===== src/rtl/bfs_pkg.sv =====
package bfs_pkg;
   typedef enum logic [1:0] {
      ST_RUN      = 2'd0,
      ST_DELAY    = 2'd1,
      ST_DISABLED = 2'd2,
      ST_RETRY    = 2'd3
   } bfs_state_t;
endpackage


===== src/rtl/bfs_oc_detect.sv =====
module bfs_oc_detect #(
   parameter int CUR_W         = 10,
   parameter int DEFAULT_LIMIT = 1120,
   parameter int FLAG_ON_CYC   = 10,
   parameter int FLAG_OFF_CYC  = 5
) (
   input  logic             clk,
   input  logic             rst_n,
   input  logic [CUR_W-1:0] cur_a,
   input  logic [CUR_W-1:0] cur_b,
   input  logic [CUR_W:0]   limit,
   output logic             flag
);
   localparam int SUM_W  = CUR_W + 1;
   localparam int MAXC   = (FLAG_ON_CYC > FLAG_OFF_CYC) ? FLAG_ON_CYC : FLAG_OFF_CYC;
   localparam int CNT_W  = $clog2(MAXC + 1);

   if (FLAG_ON_CYC < 1 || FLAG_OFF_CYC < 1) begin : g_bad_filter
      $error("filter lengths must be at least 1");
   end
   if (DEFAULT_LIMIT >= (1 << SUM_W)) begin : g_bad_default
      $error("DEFAULT_LIMIT does not fit the sum width");
   end

   logic [SUM_W-1:0] sum, eff_limit;
   logic             oc_q;
   logic [CNT_W-1:0] cnt;
   logic [CNT_W-1:0] need;

   // r1_: both switches of the bridge are added before the compare
   assign sum       = {1'b0, cur_a} + {1'b0, cur_b};
   // r2_: zero selects the built-in limit
   assign eff_limit = (limit == '0) ? SUM_W'(DEFAULT_LIMIT) : limit;
   assign need      = flag ? CNT_W'(FLAG_OFF_CYC - 1) : CNT_W'(FLAG_ON_CYC - 1);

   always_ff @(posedge clk or negedge rst_n) begin
      if (!rst_n) begin
         oc_q <= 1'b0;
         cnt  <= '0;
         flag <= 1'b0;
      end else begin
         oc_q <= (sum >= eff_limit);
         if (oc_q != flag) begin
            if (cnt == need) begin
               flag <= oc_q;
               cnt  <= '0;
            end else begin
               cnt <= cnt + 1'b1;
            end
         end else begin
            cnt <= '0;
         end
      end
   end

   // the flag only ever moves toward the registered comparison
   a_r3_flag_follows: assert property (@(posedge clk) disable iff (!rst_n)
      !$stable(flag) |-> (flag == $past(oc_q)));
endmodule


===== src/rtl/bfs_hyst.sv =====
module bfs_hyst #(
   parameter int W            = 8,
   parameter bit TRIP_HIGH    = 1'b1,
   parameter bit RESET_ACTIVE = 1'b0
) (
   input  logic         clk,
   input  logic         rst_n,
   input  logic [W-1:0] code,
   input  logic [W-1:0] set_thr,
   input  logic [W-1:0] clr_thr,
   output logic         active
);
   logic trip, rel;

   if (TRIP_HIGH) begin : g_high
      assign trip = (code >= set_thr);
      assign rel  = (code <= clr_thr);
   end else begin : g_low
      assign trip = (code <= set_thr);
      assign rel  = (code >= clr_thr);
   end

   always_ff @(posedge clk or negedge rst_n) begin
      if (!rst_n)       active <= RESET_ACTIVE;
      else if (trip)    active <= 1'b1;
      else if (rel)     active <= 1'b0;
   end

   // set on the trip threshold, clear only past the release one
   a_r8_trip_sets: assert property (@(posedge clk) disable iff (!rst_n)
      trip |=> active);
   a_r9_release_clears: assert property (@(posedge clk) disable iff (!rst_n)
      (!trip && rel) |=> !active);
endmodule


===== src/rtl/bfs_retry_fsm.sv =====
module bfs_retry_fsm
   import bfs_pkg::*;
#(
   parameter int TIME_W = 12
) (
   input  logic              clk,
   input  logic              rst_n,
   input  logic              trig,
   input  logic              hold,
   input  logic [TIME_W-1:0] delay_cyc,
   input  logic [TIME_W-1:0] disable_cyc,
   output logic              off
);
   bfs_state_t        st;
   logic [TIME_W-1:0] cnt;

   always_ff @(posedge clk or negedge rst_n) begin
      if (!rst_n) begin
         st  <= ST_RUN;
         cnt <= '0;
      end else if (hold) begin
         st  <= ST_RUN;
         cnt <= '0;
      end else begin
         unique case (st)
            ST_RUN: if (trig) begin
               st  <= ST_DELAY;
               cnt <= delay_cyc;
            end
            ST_DELAY: if (cnt == '0) begin
               st  <= ST_DISABLED;
               cnt <= disable_cyc;
            end else begin
               cnt <= cnt - 1'b1;
            end
            ST_DISABLED: if (cnt == '0) begin
               st <= ST_RETRY;
            end else begin
               cnt <= cnt - 1'b1;
            end
            ST_RETRY: st <= ST_RUN;
            default:  st <= ST_RUN;
         endcase
      end
   end

   assign off = (st == ST_DISABLED);

   // a trigger in run starts the delay, bridge still on
   a_r5_run_to_delay: assert property (@(posedge clk) disable iff (!rst_n)
      (st == ST_RUN && trig && !hold) |=> (st == ST_DELAY));
   // an expired disable count leads to a retry
   a_r6_disable_to_retry: assert property (@(posedge clk) disable iff (!rst_n)
      (st == ST_DISABLED && cnt == '0 && !hold) |=> (st == ST_RETRY));
   // a hold abandons the sequence
   a_r10_hold_to_run: assert property (@(posedge clk) disable iff (!rst_n)
      hold |=> (st == ST_RUN));
endmodule


===== src/rtl/bridge_fault_supervisor.sv =====
module bridge_fault_supervisor #(
   parameter int N_BRIDGE      = 2,
   parameter int CUR_W         = 10,
   parameter int DEFAULT_LIMIT = 1120,
   parameter int FLAG_ON_CYC   = 10,
   parameter int FLAG_OFF_CYC  = 5,
   parameter int TEMP_W        = 8,
   parameter int VOLT_W        = 8,
   parameter int TIME_W        = 12
) (
   input  logic                          clk,
   input  logic                          rst_n,
   input  logic [N_BRIDGE*CUR_W-1:0]     sw1_cur,
   input  logic [N_BRIDGE*CUR_W-1:0]     sw2_cur,
   input  logic [N_BRIDGE*(CUR_W+1)-1:0] limit_code,
   input  logic [TEMP_W-1:0]             temp_code,
   input  logic [TEMP_W-1:0]             temp_trip,
   input  logic [TEMP_W-1:0]             temp_clear,
   input  logic [VOLT_W-1:0]             vsup_code,
   input  logic [VOLT_W-1:0]             vsup_good,
   input  logic [VOLT_W-1:0]             vsup_low,
   input  logic [TIME_W-1:0]             delay_cyc,
   input  logic [TIME_W-1:0]             disable_cyc,
   input  logic                          link_en,
   output logic [N_BRIDGE-1:0]           fault_n,
   output logic [N_BRIDGE-1:0]           bridge_off
);
   localparam int LIM_W = CUR_W + 1;

   if (N_BRIDGE < 1) begin : g_bad_n
      $error("N_BRIDGE must be at least 1");
   end

   logic [N_BRIDGE-1:0] flag, seq_off, trig;
   logic                therm_act, uv_act, hold;

   bfs_hyst #(.W(TEMP_W), .TRIP_HIGH(1'b1), .RESET_ACTIVE(1'b0)) i_therm (
      .clk(clk), .rst_n(rst_n), .code(temp_code),
      .set_thr(temp_trip), .clr_thr(temp_clear), .active(therm_act));

   bfs_hyst #(.W(VOLT_W), .TRIP_HIGH(1'b0), .RESET_ACTIVE(1'b1)) i_uvlo (
      .clk(clk), .rst_n(rst_n), .code(vsup_code),
      .set_thr(vsup_low), .clr_thr(vsup_good), .active(uv_act));

   assign hold = therm_act | uv_act;

   for (genvar b = 0; b < N_BRIDGE; b++) begin : g_bridge
      bfs_oc_detect #(
         .CUR_W(CUR_W), .DEFAULT_LIMIT(DEFAULT_LIMIT),
         .FLAG_ON_CYC(FLAG_ON_CYC), .FLAG_OFF_CYC(FLAG_OFF_CYC)
      ) i_oc (
         .clk(clk), .rst_n(rst_n),
         .cur_a(sw1_cur[b*CUR_W +: CUR_W]),
         .cur_b(sw2_cur[b*CUR_W +: CUR_W]),
         .limit(limit_code[b*LIM_W +: LIM_W]),
         .flag(flag[b]));

      // r7_: linked bridges share any flag
      assign trig[b] = link_en ? (|flag) : flag[b];

      bfs_retry_fsm #(.TIME_W(TIME_W)) i_seq (
         .clk(clk), .rst_n(rst_n), .trig(trig[b]), .hold(hold),
         .delay_cyc(delay_cyc), .disable_cyc(disable_cyc),
         .off(seq_off[b]));

      assign fault_n[b]    = ~(flag[b] | therm_act);
      assign bridge_off[b] = seq_off[b] | hold;
   end

   // lockout is engaged on the first cycle after reset
   a_r11_reset_locked: assert property (@(posedge clk)
      $rose(rst_n) |-> (&bridge_off));
   // with link mode off, a quiet bridge never follows another's flag
   a_r7_unlinked_quiet: assert property (@(posedge clk) disable iff (!rst_n)
      (!link_en && !flag[0] && !hold) |=> (trig[0] == flag[0]));
endmodule


===== config.mk =====
export PLATFORM = sky130hd
export DESIGN_NAME = bridge_fault_supervisor
export DESIGN_NICKNAME = d
export VERILOG_FILES = /design/src/rtl/bfs_pkg.sv /design/src/rtl/bfs_oc_detect.sv /design/src/rtl/bfs_hyst.sv /design/src/rtl/bfs_retry_fsm.sv /design/src/rtl/bridge_fault_supervisor.sv
export SDC_FILE = /design/constraint.sdc
export NUM_CORES = 1
export LEC_CHECK = 0
export BUFFER_PORTS_ARGS = -buffer_cell sky130_fd_sc_hd__buf_2
export CAP_MARGIN = 20
export CORE_ASPECT_RATIO = 1.1
export CORE_MARGIN = 1.5
export CORE_UTILIZATION = 25
export DETAILED_ROUTE_END_ITERATION = 16
export HOLD_SLACK_MARGIN = 0.12
export SYNTH_ARGS = -nofsm -noshare
export SYNTH_HDL_FRONTEND = slang
export SYNTH_SLANG_ARGS = --single-unit

===== constraint.sdc =====
create_clock -name clk -period 2.6 [get_ports clk]
set_input_delay 0.26 -clock clk [delete_from_list [all_inputs] [get_ports clk]]
set_output_delay 0.26 -clock clk [all_outputs]
set_load 0.05 [all_outputs]

; ---- Word-level counts from Yosys, hierarchy flattened
; Cells that the tools add are included.
[op_classes]
muxes = 34
n_eq_ne = 18
magnitude_cmp = 6
reduce_logical = 17
add_sub_neg = 6
bitwise = 7
[op_table]
columns = op, n
row1 = $mux 12, 8
row2 = $pmux 12 s3, 2
row3 = $logic_not 12->1, 2
row4 = $mux 4, 6
row5 = $sub 12x1->12 const B, 2
row6 = $add 10x10->11, 2
row7 = $ge 11x11->1, 2
row8 = $logic_not 11->1, 2
row9 = $mux 11, 2
row10 = $ge 8x8->1, 2
row11 = $le 8x8->1, 2
row12 = $mux 2, 8
row13 = $pmux 2 s4, 2
row14 = $ne 3x2->1 const B, 4
row15 = $ne 3x3->1 const B, 4
row16 = $reduce_and 3->1, 4
row17 = $add 4x1->4 const B, 2
row18 = $eq 2x2->1 const B, 4
row19 = $eq 4x4->1, 2
row20 = $reduce_bool 4->1, 2
row21 = $mux 1, 6
row22 = $or 1x1->1, 5
row23 = $eq 2x1->1 const B, 2
row24 = $logic_not 2->1, 2
row25 = other kinds (5), 9
[totals]
regBits = 42
input_bits = 137
out_inout_bits = 4
word_cells = 100

; ---- Longest topological paths before layout
; Gate-level depths: netlist of run 1.
[depth]
ltp_word = 5
ltp_mapped = 14

; ---- Modules after synthesis
; Synthesis of run 1 repeated with hierarchy kept, for this count alone.
[unflattened]
cells_unflattened = 629
area_unflattened_um2 = 5228.8
[modules_own_cells]
columns = mod, area_each_um2, n_inst, seq_area_each_um2, cells_per_inst
row1 = bfs_retry_fsm, 1213.7, 2, 350.3, 142
row2 = bfs_oc_detect, 958.4, 2, 150.1, 116
row3 = bfs_hyst at i_therm, 429.2, 1, 25.0, 53
row4 = bfs_hyst at i_uvlo, 414.1, 1, 26.3, 53
row5 = bridge_fault_supervisor, 41.3, 1, 0.0, 7

; ---- Worst setup path after synthesis of run 1
; OpenSTA, ideal clock, no wires.
[synth_timing]
path_kind = in2reg
startpoint = input sw1_cur[10]
endpoint = register g_bridge[1].i_oc.oc_q
setup_slack_ps = -127
stages = 14
t_arrival_ps = 2608
path_cell_list = ha_1 -> inv_1 -> fa_1 -> o21bai_1 -> a21oi_1 -> a2bb2oi_1 -> a211o_1 -> xnor2_1 -> ha_1 -> a21o_1 -> a21o_1 -> a21oi_1 -> o21ai_0 -> and2_1
[synth_via]
elab_chain_cells = 2
[synth_lines]
columns = item, line_no
row1 = start: declaration, bridge_fault_supervisor.sv:13  ; input logic [N_BRIDGE*CUR_W-1:0] sw1_cur,
row2 = $add 10x10->11, bfs_oc_detect.sv:31  ; assign sum = {1'b0, cur_a} + {1'b0, cur_b};
row3 = $ge 11x11->1, bfs_oc_detect.sv:42  ; oc_q <= (sum >= eff_limit);
row4 = end signal: assignment, bfs_oc_detect.sv:42
row5 = end: declaration, bfs_oc_detect.sv:26  ; logic oc_q;
; No other way between the ends.
; A chain may end at the register's enable or synchronous reset.

; ---- Worst setup path in the final report of run 1
[layout_timing]
startpoint = input sw2_cur[10]
endpoint = register g_bridge[1].i_oc.oc_q
[layout_via]
elab_chain_cells = 2
[layout_lines]
columns = item, line_no
row1 = start: declaration, bridge_fault_supervisor.sv:14  ; input logic [N_BRIDGE*CUR_W-1:0] sw2_cur,
row2 = $add 10x10->11, bfs_oc_detect.sv:31
row3 = $ge 11x11->1, bfs_oc_detect.sv:42
; No other way between the ends.

==> reports/summary.md, run 1 <==
STA classifies the critical path startpoint as a primary input. In this run the critical register-to-register path is captured at g_bridge[1].i_seq.cnt[7]. Once the floorplan was initialized, standard cells occupied 25.4% of the core.

In the layout the commonest cells are buf_2 (138), ha_1 (87), inv_1 (69). Detailed placement ended at an HPWL of 12.1 mm. The data required time at the worst endpoint came out at 2.78 ns. For the largest buffer count on any clock path, the log shows 2. The worst register-to-register path begins at g_bridge[1].i_seq.cnt[5].

Before antenna repair, the detailed router went through 5 iterations. In this run the worst path has a maximum fanout of 2. The detail route stage leaves a number of antenna-violating nets equal to 0. The logs give 0.0217 mm^2 for the die area and 14.7 mm for the total routed wirelength. After layout, the minimum clock period comes to 2.54 ns. At the end of routability-driven placement, the weighted congestion stood at 0.844.

The predominant post-synthesis flop cell was dfrtp_1. The run finished with clean final reports. After the last flow step, the layout net total stands at 1049. For the number of setup violations in the final report, the log shows 0. At the placement stage, the worst setup path has a slack of -0.344 ns.

The number of buffers and inverters on the critical path is 2. Path type of the worst min-delay path: primary input to flip-flop. In this run the count of I/O pins placed on the die edge is 141.

The logs give 1079 for the post-layout instance count excluding filler cells and 0 for the number of max-cap violations. On the worst path, the slowest cell contributes a delay of 0.37 ns. Family with the most delay on the worst path: compound AO/OA/AOI/OAI gates. The number of nets handed over by synthesis was 892.

A synthesized cell averages 7.83 um^2. The number of DRC violations after detailed-routing iteration 0 came out at 222. By area the synthesized netlist is led by ha_1 (21%), dfrtp_1 (20%), o21ai_0 (5.4%), inv_1 (5.0%), a21oi_1 (4.6%). The run gives 0.00520 mm^2 as the synthesized cell area. The layout-stage area growth over the synthesis result came out at 26.9%.

The number of placement rows is 55, and the core area is 0.0205 mm^2. The run gives 5354 as the via count. Setup slack on the worst reg-to-reg path comes out at 0.16 ns. In this run the power density over the cells is 533 mW/mm^2.

The ratio of routed vias to standard cells was 4.96. The hold path startpoint was delay_cyc[7]. Setup repair after global routing could not meet its margin everywhere. Setup TNS: 0 ns. For hold timing, the worst endpoint is g_bridge[0].i_seq.cnt[7]. The initial antenna violation count is 0, and the global-route wire length before repair is 24.4 mm. In this run the tightest slew margin relative to its limit is 64.8%. The slew of the pin with the lowest slew margin is 0.522 ns, and the antenna diode instance count is 0. The flip-flop and latch count after synthesis is 42, and the worst hold path cell count is 3.

Yosys mapped a number of flops with a built-in enable equal to 0. The leakage power figure was 3.28 nW; the height of the chip was 154 um. Of all cell types, the one taking the most synthesized area is ha_1. TritonCTS built the clock tree. CTS saw 42 sinks.

On the critical path, the stage with the largest delay is an instance of fa_2. The post-layout total power was 3.52 mW; the maximum number of pins on one net before global-route repair was 24. Critical path data arrival time: 2.72 ns.

Total clock buffers created by CTS: 5. The worst path meets setup with 0.0635 ns of slack. The fraction of synthesized cell area taken by the top area cell type came out at 21.2%. The horizontal extent of the die works out to 141 um. The final hold violation count was 0. On the final layout, the worst clock skew is 0.00374 ns.

The count of pins over their slew limit is 0, and the wire length per cell after detailed routing is 13.6 um. Clock-pin slew was measured on the worst setup and hold paths at 0.06 ns. Of the synthesized area, sequential elements account for 20.2%. Most frequent standard cell in the layout excluding fill and tap cells: buf_2. On the final layout, the worst hold slack is 0.260 ns. The worst path uses 97.6% of the clock period. Counting every instance in the synthesized netlist gives 665. The total overflow left after global routing is 0. Static timing analysis puts the maximum clock frequency at 394 MHz.

In this run, placement finished with an instance count of 1069. The CTS root buffer was clkbuf_16. Port buffering added 140 buffers. Once layout is complete, the utilization of the core stands at 32.2%. The post-route netlist has 25.0% of its cells at a drive strength greater than 1. In this run the number of H-tree levels came out at 2. IR analysis of the VDD net gives a maximum drop of 262 uV. Element type at the critical path end: a flip-flop. The distinct cell type count of the synthesized netlist is 68, and the length in cells of the worst reg-to-reg path is 6. Clock latency on the worst-skew pair, taken at its later pin, is 0.29 ns. The finished cells cover 0.00661 mm^2. The Yosys step of the flow raised 0 warnings.

The number of filler cells placed in the layout was 2194; the share of async-settable or async-resettable flops after synthesis was 100%. The critical path in this run is classified as primary input to flip-flop. Global routing consumed, over all layers together, 13.6% of the routing resources. For the via count of the first global-routing pass, the log shows 5161.

Walking the worst path, the cells encountered are buf_6 -> ha_4 -> inv_2 -> fa_2 -> o21bai_4 -> a21oi_2 -> a2bb2oi_2 -> a211o_1 -> xnor2_2 -> ha_1 -> a21o_1 -> a21o_1 -> a21oi_2 -> o211ai_1 -> and2_1. For this run, design rule violations remaining after detail routing come to 0. In this run the worst setup path begins at sw2_cur[10]. The placed instances occupy a cell area of 0.00638 mm^2.
## flip-flops by register name, indices dropped and copies added, names as in the netlist
signal and cells:
g_bridge.i_oc.cnt 8, i_therm.active 1, g_bridge.i_seq.st 4, i_uvlo.active 1, g_bridge.i_oc.oc_q 2, g_bridge.i_oc.flag 2
g_bridge.i_seq.cnt 24
## worst register-to-register path: cells and delay by family, from the launching register on
| family | cells | cell delay (ns) |
|---|---|---|
| AO/OA/AOI/OAI | 3 | 0.50 |
| AND/OR/NAND/NOR | 3 | 1.40 |
| flip-flops | 1 | 0.41 |
## logic make-up (layout without fill, tap and decap cells)
| group | after synthesis | count (layout) | synth area share [%] |
|---|---|---|---|
| buffers and inverters | 93 | 251 | 7.12 |
| adders and majority gates | 90 | 90 | 21.9 |
| and+or+nand+nor | 197 | 197 | 18.5 |
| DFF | 42 | 42 | 20.2 |
| xor gates and xnor gates | 33 | 33 | 5.55 |
| AOI/OAI and AO/OA | 202 | 202 | 25.1 |
| muxes | 8 | 8 | 1.66 |
## synth_stat cells, types with 8 or more instances
cell       n
nor2b_1    8
a21oi_1   48
inv_1     70
dfrtp_1   41
nor2_1    55
a21o_1    13
xnor2_1   20
nor4_1     8
nand2_1   54
nand3_1   15
ha_1      88
o21ai_0   56
o211ai_1  13
nand2b_1   8
nor3_1    19
clkbuf_1  16
xor2_1    13
## routing by layer
metal | share of wire (%) | GRT usage [%]
met1 | 45 | 17.3
met2 | 48 | 24.1
met3 | 5.3 | 1.92
met4 | 1.5 | 3.37
met5 | 0 | 0
## how the worst max path moves through the flow
stage	end	slack (ns)	depth (start not counted)
after global routing	g_bridge[0].i_oc.oc_q	-0.06	15
after detailed placement	g_bridge[1].i_oc.oc_q	-0.34	15
final	g_bridge[1].i_oc.oc_q	0.06	15
after floorplan	g_bridge[1].i_oc.oc_q	0.01	14
after global placement	g_bridge[1].i_oc.oc_q	-0.24	15
after CTS	g_bridge[1].i_oc.oc_q	0.01	15
## power by group
part           internal (mW)  total, mW  switching (mW)
logic                  0.888       1.96            1.07
registers              0.761      0.909           0.148
clock network          0.381      0.657           0.276
total                   2.03       3.52            1.49
## layout make-up
cell class,instances,area [um^2],area share [%]
Multi-Input combinational cell,530,3850,58.2
Timing Repair Buffer,172,968,14.7
Clock buffer,6,139,2.10
Sequential cell,42,1050,15.9
Tap cell,256,320,4.85
Clock inverter,2,12.5,0.189
Inverter,71,267,4.03
## what timing repair did
item	4_1_cts	5_1_grt
pin swaps	3	10
endpoints found under the hold margin	8	0
setup buffers	0	1
gates resized for setup	0	11
endpoints found under the setup margin	1	5
hold buffers	1	0
No activity file was read; power rests on OpenSTA's default activity.
==> run 2, diff against run 1 <==
--- a/config.mk
+++ b/config.mk
@@ -9,9 +9,10 @@
 export CAP_MARGIN = 20
 export CORE_ASPECT_RATIO = 1.1
 export CORE_MARGIN = 1.5
-export CORE_UTILIZATION = 25
+export CORE_UTILIZATION = 55
 export DETAILED_ROUTE_END_ITERATION = 16
 export HOLD_SLACK_MARGIN = 0.12
+export PLACE_DENSITY = 0.83
 export SYNTH_ARGS = -nofsm -noshare
 export SYNTH_HDL_FRONTEND = slang
 export SYNTH_SLANG_ARGS = --single-unit
==> run 2 against run 1 <==
Against the previous run:
- clock skew is 0.0031 ns higher
- combinational power hardly changed
- cell count is 13% lower
- first-iteration DRC count is 34% higher
- global-route usage is 16 points higher
- via count is 3.3% higher
- non-clock buffer count is 4 lower
- clock-buffer cell count is 2 higher
- cell area is 4.2% lower
- worst setup slack better by 0.0058 ns
==> reports/summary.md, run 2 (same netlist as run 1, synthesis figures left out) <==
The tools report the core area as 0.00926 mm^2 (-55%). The nature of the critical path startpoint was a primary input. The global placer's final weighted congestion is 0.941 (+12%). The tools report the worst slack at placement as -0.320 ns (+0.0245 ns). The tools report the setup TNS as 0 ns (unchanged).

The critical path starts at sw1_cur[10]. The logs give 42 (unchanged) for the clock sink count and 0 (unchanged) for the final hold violation count. The critical-path maximum fanout works out to 2 (unchanged). The tools report the endpoint of the worst register-to-register path as g_bridge[1].i_seq.cnt[10]. The tightest hold margin was 0.106 ns (-0.155 ns).

The logs give 2.79 ns (about the same) for the data required time at the worst endpoint and 5533 (+3.3%) for the via count. The critical path buffer and inverter count was 2 (unchanged); the total stage count of the critical path was 15 (unchanged). The tools report the number of instances in the placed design as 928 (-13%). The first-pass iteration count of the detailed router was 5 (unchanged); the die area was 0.0101 mm^2 (-54%). The DRC violations left was 0 (unchanged). The post-layout total power came out at 3.40 mW (-3.4%). The power density over the cells is 538 mW/mm^2 (+0.86%), and the fraction of the core area covered by cells at the end of the flow is 68.4% (+36 points). The logs give 2.72 ns (about the same) for the critical path data arrival time and 5553 (+7.6%) for the via count of the first global-routing pass. For the global-route wire length before repair, the log shows 24.3 mm (-0.54%). The tools report the highest clock frequency the design can meet as 395 MHz (+0.23%).

The initial antenna violation count is 0 (unchanged). The tools report the worst setup slack for register-to-register paths as 0.10 ns (-0.06 ns). The element type at the critical path end was a flip-flop. The slowest stage of the critical path is the fa_2 cell. Leaving out fill and tap cells, the most frequent cell in the layout is buf_2. The number of max-cap violations is 0 (unchanged).

Walking the worst path, the cells encountered are buf_2 -> ha_4 -> inv_2 -> fa_2 -> o21bai_1 -> a21oi_2 -> a2bb2oi_1 -> a211o_1 -> xnor2_2 -> ha_1 -> a21o_1 -> a21o_1 -> a21oi_2 -> o211ai_1 -> and2_1. The ratio of routed vias to standard cells was 5.91 (+19%). The register ranked first by flip-flop count is g_bridge.i_seq.cnt. The number of H-tree levels was 2 (unchanged); the final net count was 1045 (-0.38%). The minimum setup slack in the final design was 0.0693 ns (+0.00579 ns); the number of DRC violations after detailed-routing iteration 0 was 297 (+34%). The logs give 2 (unchanged) for the largest buffer count on any clock path and 0.00619 mm^2 (-3.0%) for the standard cell area after detailed placement. The maximum number of pins on one net before global-route repair was 43 (+79%). On the critical path the largest part of the delay comes from compound AO/OA/AOI/OAI gates. Final HPWL from detailed placement: 11.9 mm (-1.6%). The setup path with the least slack is of type primary input to flip-flop. The post-layout instance count excluding filler cells is 936 (-13%), and the length in cells of the worst reg-to-reg path is 6 (unchanged).

The tools report the number of top-level design ports as 141 (unchanged). Height of the chip: 105 um (-32%). The slew of the pin with the lowest slew margin is 0.961 ns (+0.439 ns), and the total routed wirelength is 14.4 mm (-2.5%).

The final clock period utilization by the worst path works out to 97.3% (-0.22 points). The port buffer count works out to 140 (unchanged). The clock latency on the worst-skew pair came out at 0.30 ns (about the same).

The wire length per cell after detailed routing came out at 15.3 um (+12%). The layout-stage area growth over the synthesis result is 21.6%, and the post-CTS setup-driven buffer insertion count is 0 (unchanged). In the layout the commonest cells are buf_2 (140), ha_1 (87), inv_1 (69).

The hold buffer count at CTS was 0 (-1); the proportion of layout cells with a drive suffix above 1 was 24.7% (-0.37 points). CTS root buffer: clkbuf_8. The count of pins over their slew limit was 0 (unchanged); the maximum vdd drop was 268 uV (+2.3%). The path type of the worst min-delay path was primary input to asynchronous set/reset pin. For the leakage power figure, the log shows 3.24 nW (-1.2%).

TritonCTS built the clock tree. The post-route cell area is 0.00633 mm^2 (-4.2%), and the minimum clock period after layout is 2.53 ns (-0.00579 ns). The total clock buffers created by CTS is 5 (unchanged). The largest registers in the layout are g_bridge.i_seq.cnt: 24 flops, g_bridge.i_oc.cnt: 8 flops, g_bridge.i_seq.st: 4 flops. The remaining antenna violation count was 0 (unchanged); the worst clock skew was 0.00689 ns (+0.00315 ns).

The clock edge transition at the registers on the reported setup and hold paths came out at 0.08 ns (+0.02 ns). Max-slew headroom at the worst pin: 35.9% (-29 points). The run finished with clean final reports. The flip-flop count of the largest register, all copies and words added was 24 (unchanged); the antenna diode instance count was 0 (unchanged). The horizontal extent of the die is 95.8 um (-32%), and the total routing usage reported by global routing is 29.4% (+16 points). Maximum cell stage delay along the critical path: 0.35 ns (-0.02 ns). The run gives 37 (-33%) as the number of placement rows.

In this run the critical register-to-register path is launched from g_bridge[1].i_seq.cnt[8]. The run gives 0 (unchanged) as the number of setup violations in the final report. Total global routing overflow: 0 (unchanged).

Starting density of the core: 56.2% (+31 points). Setup repair after global routing could not meet its margin everywhere.
run 2: changes by cell type in the layout (fill, tap and decap cells not counted), sizes merged:
cell	before	now
buf	171	168
clkbuf	6	8
clkinv	1	0
clkinvlp	1	0
dlygate4sd3	1	0
run 2: layout make-up:
cell class	count	area, um^2
fill	765	2930
clock buffer	8	110
inverter	71	267
timing repair buffer	168	923
sequential	42	1050
multi-input combinational	530	3830
tap	117	146
run 2: worst register-to-register path, delay by kind of cell (launching register included):
family / cells / cell delay (ns)
simple gates: 3 / 1.37
compound gates: 3 / 0.56
flops: 1 / 0.45
run 2: worst max path at each step:
stage,to
after detailed placement,g_bridge[1].i_oc.oc_q
after CTS,g_bridge[1].i_oc.oc_q
after floorplan,g_bridge[1].i_oc.oc_q
final,g_bridge[1].i_oc.oc_q
after global routing,g_bridge[1].i_oc.oc_q
after global placement,g_bridge[1].i_oc.oc_q
run 2: where the power goes:
| group | internal (mW) | switching, mW |
|---|---|---|
| logic | 0.877 | 1.11 |
| clock network | 0.269 | 0.239 |
| registers | 0.760 | 0.151 |
run 2: routing by layer:
layer  vias to the layer above  track usage (%)  routed length [um]
met4                         0             11.8                 443
met2                       243             52.8                7260
met1                      2545             34.0                5710
met5                         -                0                   0
li1                       2696                -                   -
met3                        49             4.44                 942
run 2: repair_timing:
| action | in CTS | in global routing |
|---|---|---|
| resized for setup | 1 | 5 |
| pin swaps | 0 | 2 |
| setup endpoints to repair | 1 | 7 |
